File: src/rtl/irq_pkg.sv
package irq_pkg;

    typedef enum logic [1:0] {
        ST_IDLE = 2'd0,
        ST_CALL = 2'd1,
        ST_GAP  = 2'd2
    } ctl_state_t;

    localparam int LVL_LO = 0;
    localparam int LVL_HI = 1;
    localparam int NUM_LVL = 2;

endpackage

File: src/rtl/irq_pick.sv
module irq_pick #(
    parameter int N     = 11,
    parameter int IDX_W = 4
) (
    input  logic [N-1:0]     req,
    output logic             valid,
    output logic [IDX_W-1:0] idx
);

    // lowest index wins: scan from the top so the last hit is the smallest
    always_comb begin
        valid = 1'b0;
        idx   = '0;
        for (int i = N - 1; i >= 0; i--) begin
            if (req[i]) begin
                valid = 1'b1;
                idx   = IDX_W'(i);
            end
        end
    end

endmodule

File: src/rtl/irq_arb.sv
module irq_arb #(
    parameter int N       = 11,
    parameter int IDX_W   = 4,
    parameter int RSV_IDX = 8
) (
    input  logic             glb_en,
    input  logic [N-1:0]     req_pend,
    input  logic [N-1:0]     req_en,
    input  logic [N-1:0]     req_hi,
    output logic             win_valid,
    output logic [IDX_W-1:0] win_idx,
    output logic             win_hi
);
    import irq_pkg::*;

    localparam logic [N-1:0] RSV_MASK = N'(1) << RSV_IDX;

    logic [N-1:0]     active;
    logic [N-1:0]     lvl_req [NUM_LVL];
    logic             lvl_vld [NUM_LVL];
    logic [IDX_W-1:0] lvl_idx [NUM_LVL];

    assign active = req_pend & req_en & {N{glb_en}} & ~RSV_MASK;

    generate
        for (genvar l = 0; l < NUM_LVL; l++) begin : g_lvl
            if (l == LVL_HI) begin : g_hi
                assign lvl_req[l] = active & req_hi;
            end else begin : g_lo
                assign lvl_req[l] = active & ~req_hi;
            end
            irq_pick #(.N(N), .IDX_W(IDX_W)) u_pick (
                .req   (lvl_req[l]),
                .valid (lvl_vld[l]),
                .idx   (lvl_idx[l])
            );
        end
    endgenerate

    always_comb begin
        win_hi    = lvl_vld[LVL_HI];
        win_valid = lvl_vld[LVL_HI] | lvl_vld[LVL_LO];
        win_idx   = lvl_vld[LVL_HI] ? lvl_idx[LVL_HI] : lvl_idx[LVL_LO];
    end

endmodule

File: src/rtl/irq_svc_track.sv
module irq_svc_track (
    input  logic       clk,
    input  logic       rst_n,
    input  logic       set_en,
    input  logic       set_hi,
    input  logic       clr_en,
    output logic [1:0] in_svc
);
    import irq_pkg::*;

    logic [1:0] svc_q;
    logic [1:0] svc_d;

    always_comb begin
        svc_d = svc_q;
        if (clr_en) begin
            if (svc_q[LVL_HI]) svc_d[LVL_HI] = 1'b0;
            else               svc_d[LVL_LO] = 1'b0;
        end
        if (set_en) begin
            if (set_hi) svc_d[LVL_HI] = 1'b1;
            else        svc_d[LVL_LO] = 1'b1;
        end
    end

    always_ff @(posedge clk or negedge rst_n) begin
        if (!rst_n) svc_q <= 2'b00;
        else        svc_q <= svc_d;
    end

    assign in_svc = svc_q;

endmodule

File: src/rtl/irq_prio_ctrl.sv
module irq_prio_ctrl #(
    parameter int              NUM_SRC  = 11,
    parameter int              RSV_IDX  = 8,
    parameter int              VEC_W    = 16,
    parameter logic [VEC_W-1:0] VEC_BASE = 16'h0003,
    parameter logic [VEC_W-1:0] VEC_STEP = 16'h0008
) (
    input  logic               clk,
    input  logic               rst_n,
    input  logic               glb_en,
    input  logic [NUM_SRC-1:0] req_pend,
    input  logic [NUM_SRC-1:0] req_en,
    input  logic [NUM_SRC-1:0] req_hi,
    input  logic               insn_bound,
    input  logic               reti_done,
    input  logic               call_ack,
    output logic               take_irq,
    output logic [VEC_W-1:0]   vec_addr,
    output logic [1:0]         in_svc
);
    import irq_pkg::*;

    localparam int IDX_W = $clog2(NUM_SRC);

    ctl_state_t       state_q;
    ctl_state_t       state_d;
    logic             win_valid;
    logic [IDX_W-1:0] win_idx;
    logic             win_hi;
    logic             eligible;
    logic             load_call;
    logic [VEC_W-1:0] vec_q;
    logic             lvl_hi_q;
    logic [VEC_W-1:0] vec_calc;

    irq_arb #(.N(NUM_SRC), .IDX_W(IDX_W), .RSV_IDX(RSV_IDX)) u_arb (
        .glb_en    (glb_en),
        .req_pend  (req_pend),
        .req_en    (req_en),
        .req_hi    (req_hi),
        .win_valid (win_valid),
        .win_idx   (win_idx),
        .win_hi    (win_hi)
    );

    irq_svc_track u_svc (
        .clk    (clk),
        .rst_n  (rst_n),
        .set_en (state_q == ST_CALL && call_ack),
        .set_hi (lvl_hi_q),
        .clr_en (reti_done && state_q != ST_CALL),
        .in_svc (in_svc)
    );

    // high may nest over low; low only runs with nothing in service
    assign eligible = win_valid &&
                      (win_hi ? !in_svc[LVL_HI] : (in_svc == 2'b00));

    assign vec_calc = VEC_BASE + VEC_W'(win_idx) * VEC_STEP;

    always_comb begin
        state_d = state_q;
        unique case (state_q)
            ST_IDLE: begin
                if (reti_done)                   state_d = ST_GAP;
                else if (insn_bound && eligible) state_d = ST_CALL;
            end
            ST_CALL: begin
                if (call_ack) state_d = ST_IDLE;
            end
            ST_GAP: begin
                if (reti_done)       state_d = ST_GAP;
                else if (insn_bound) state_d = eligible ? ST_CALL : ST_IDLE;
            end
            default: state_d = ST_IDLE;
        endcase
    end

    assign load_call = (state_d == ST_CALL) && (state_q != ST_CALL);

    always_ff @(posedge clk or negedge rst_n) begin
        if (!rst_n) state_q <= ST_IDLE;
        else        state_q <= state_d;
    end

    always_ff @(posedge clk or negedge rst_n) begin
        if (!rst_n) begin
            vec_q    <= '0;
            lvl_hi_q <= 1'b0;
        end else if (load_call) begin
            vec_q    <= vec_calc;
            lvl_hi_q <= win_hi;
        end
    end

    assign take_irq = (state_q == ST_CALL);
    assign vec_addr = vec_q;

endmodule

File: config.mk
export PLATFORM = sky130hd
export DESIGN_NAME = irq_prio_ctrl
export DESIGN_NICKNAME = d
export VERILOG_FILES = /design/src/rtl/irq_pkg.sv /design/src/rtl/irq_pick.sv /design/src/rtl/irq_arb.sv /design/src/rtl/irq_svc_track.sv /design/src/rtl/irq_prio_ctrl.sv
export SDC_FILE = /design/constraint.sdc
export NUM_CORES = 1
export LEC_CHECK = 0
export BUFFER_PORTS_ARGS = -buffer_cell sky130_fd_sc_hd__buf_2
export CORE_MARGIN = 5
export CORE_UTILIZATION = 43
export CTS_CLUSTER_SIZE = 25
export DETAILED_ROUTE_END_ITERATION = 12
export GPL_TIMING_DRIVEN = 0
export PLACE_DENSITY_LB_ADDON = 0.12
export REMOVE_ABC_BUFFERS = 1
export SLEW_MARGIN = 20
export SYNTH_ARGS = -nofsm -noshare
export SYNTH_HDL_FRONTEND = slang
export SYNTH_HIERARCHICAL = 1
export SYNTH_SLANG_ARGS = --single-unit
File: constraint.sdc
create_clock -name clk -period 1.6 [get_ports clk]
set_input_delay 0.32 -clock clk [delete_from_list [all_inputs] [get_ports clk]]
set_output_delay 0.32 -clock clk [all_outputs]
set_load 0.02 [all_outputs]
==> impl_metrics.toml <==
[status]
status = "finished, violations left"
violations = "setup timing"

[grt]
grt_use_total = 0.169
globalRoute.totalOverflow = 0
grt_pass1_wl_mm = 4.55
grt_max_degree = 11
grt_pass1_vias = 1038
antenna_found_initial = 0

[sta]
min_period_ns = 1.84
skew_ns = 0.000824
report.final.slew_viol_count = 0
setup_viol = 7
tns_ns = -1.37
rsz0062_at_grt = "true"
fmax_ghz = 0.542
setup_slack_ns = -0.245
hold_viol = 0
timing.final.crit_share = 1.15

[route]
routed_wl_mm = 3.02
vias = 1086
firstDrtPassIters = 4
wire_per_inst_um = 14.7
drc = 0
drtAntennaViolNets = 0
via_per_inst = 5.30
first_iter_violations = 26

[critical_path]
critical_path.cell_chain = "buf_12, and4_4, nor4_4, nand3_2, or2_4, nor4b_4, nand3_4, mux2_4"
path_max_fanout = 7
critical_path_required_ns = 1.75
crit_arrival_ns = 2.00
crit_slowest_cell = "nor4_4"
cp.buffers_inverters = 1
crit_family = "simple AND/OR/NAND/NOR gates"
critPathKind = "input pin to flop"
cp-end-kind = "flop"
cp-start-kind = "input pin"
cpPeakStageDelay_ns = 0.36

[floorplan]
die_y_um = 58.1
start_util = 0.449
boundaryPins = 58
die_x_um = 58.1
dieArea_mm2 = 0.00337
num_rows = 17
core_area_mm2 = 0.00221

[cts]
cts_buffer_depth = 2
cts_tree = "yes"
cts_buffers = 3
insertion_delay_ns = 0.27
root_buffer = "clkbuf_4"
htreeDepth = 1
path_clk_slew_ns = 0.07
cts.sinks = 10

[final_layout]
final_common_cell = "buf_2"
diodes = 0
drive_above_1_share = 0.542
stdcell_count = 205
areaGrowthSynthToFinish_pct = 59.2
stdcell_area_mm2 = 0.00158
layout_common_cells = "buf_2, conb_1, buf_4"
nets = 217

[power_and_ir_drop]
power_uw = 1060
p_per_area_mw_per_mm2 = 668
p_leak_uw = 0.000817
ir_drop_mv = 0.662

[synth]
synth-edff-count = 0
ys_seq_area_frac = 0.252
netlist_instances = 111
synth_flop_cell = "dfrtp_1"
async_flop_share = 1.00
ys_warn_count = 6
synth_cell_types = 28
ys_seq_elements = 10
syn_area_per_cell_um2 = 8.95
syn_area_um2 = 993

[placed_design]
dpl.cell_count = 184
gp_congestion = 0.726
port_buffers = 44
place_hpwl_mm = 1.99
postPlaceCellArea_mm2 = 0.00121

[flow_run]
max_cap_violations = 0

[min_path]
hp-class = "input pin to flop"
## layer usage
| layer | vias to the layer above | part of all wire | global-route usage |
|---|---|---|---|
| li1 | 524 | - | - |
| met1 | 502 | 0.39 | 0.205 |
| met2 | 56 | 0.51 | 0.306 |
| met3 | 4 | 0.087 | 0.0445 |
| met4 | 0 | 0.010 | 0.0199 |
| met5 | - | 0 | 0 |
## synthesized netlist by cell type, types with 3 or more instances
cell	number	area [um2]
nand2b_1	4	25.0
nand2_1	3	11.3
dfrtp_1	10	250
and4b_1	10	100
buf_4	12	90.1
nor2_1	11	41.3
and4_1	10	87.6
nor4_1	4	25.0
mux2_2	9	101
inv_1	8	30.0
## path summary, 6_finish.rpt
check	slack (ns)	start	depth (start not counted)	endpoint
max	-0.24	glb_en	8	vec_addr[5]
min	0.25	call_ack	2	state_q[0]
max reg2reg	0.20	state_q[0]	3	vec_addr[5]
min reg2reg	0.48	vec_addr[1]	1	vec_addr[1]
max in group asynchronous	0.98	rst_n	2	vec_addr[1]
min in group asynchronous	0.44	rst_n	2	lvl_hi_q
## state kept, by name, summed over array words and instances, names as in the netlist
register,cells
vec_addr,5
state_q,2
u_svc/in_svc,2
lvl_hi_q,1
## power by group
part           internal (uW)  switching [uW]  total, uW
Sequential               307            38.7        346
Clock                    138            93.6        232
Combinational            250             228        478
## worst register-to-register path: cells and delay by family, from the launching register on
family	cells	cell delay, ns
multiplexers	1	0.34
flip-flops	1	0.42
AND/OR/NAND/NOR	2	0.52
## cells by family after synthesis
kind of cell | share of synthesized area
and+or+nand+nor | 0.408
buffers and inverters | 0.126
AOI/OAI and AO/OA | 0.105
DFF | 0.252
muxes | 0.102
other | 0.00756
## what timing repair did
item,CTS,global route
pin swaps,14,8
setup buffers,12,1
hold buffers,1,0
setup endpoints to repair,7,7
gates cloned,1,2
hold endpoints to repair,10,0
resized for setup,38,3
## layout make-up
type,count,area (um2)
Timing Repair Buffer,61,433
Fill cell,170,631
Multi-Input combinational cell,94,797
Inverter,8,30.0
Tap cell,28,35.0
Clock buffer,4,36.3
Sequential cell,10,250
## through the flow
step / setup slack [ns] / utilization / hold slack (ns)
6_report: -0.245 / 0.715 / 0.248
3_5_place_dp: -1.21 / 0.545 / 0.192
3_3_place_gp: -1.11 / 0.545 / 0.188
2_1_floorplan: -0.627 / - / 0.0244
5_1_grt: -0.271 / 0.715 / 0.246
4_1_cts: -0.174 / 0.686 / 0.248
Power figures use the tool's default switching activity.
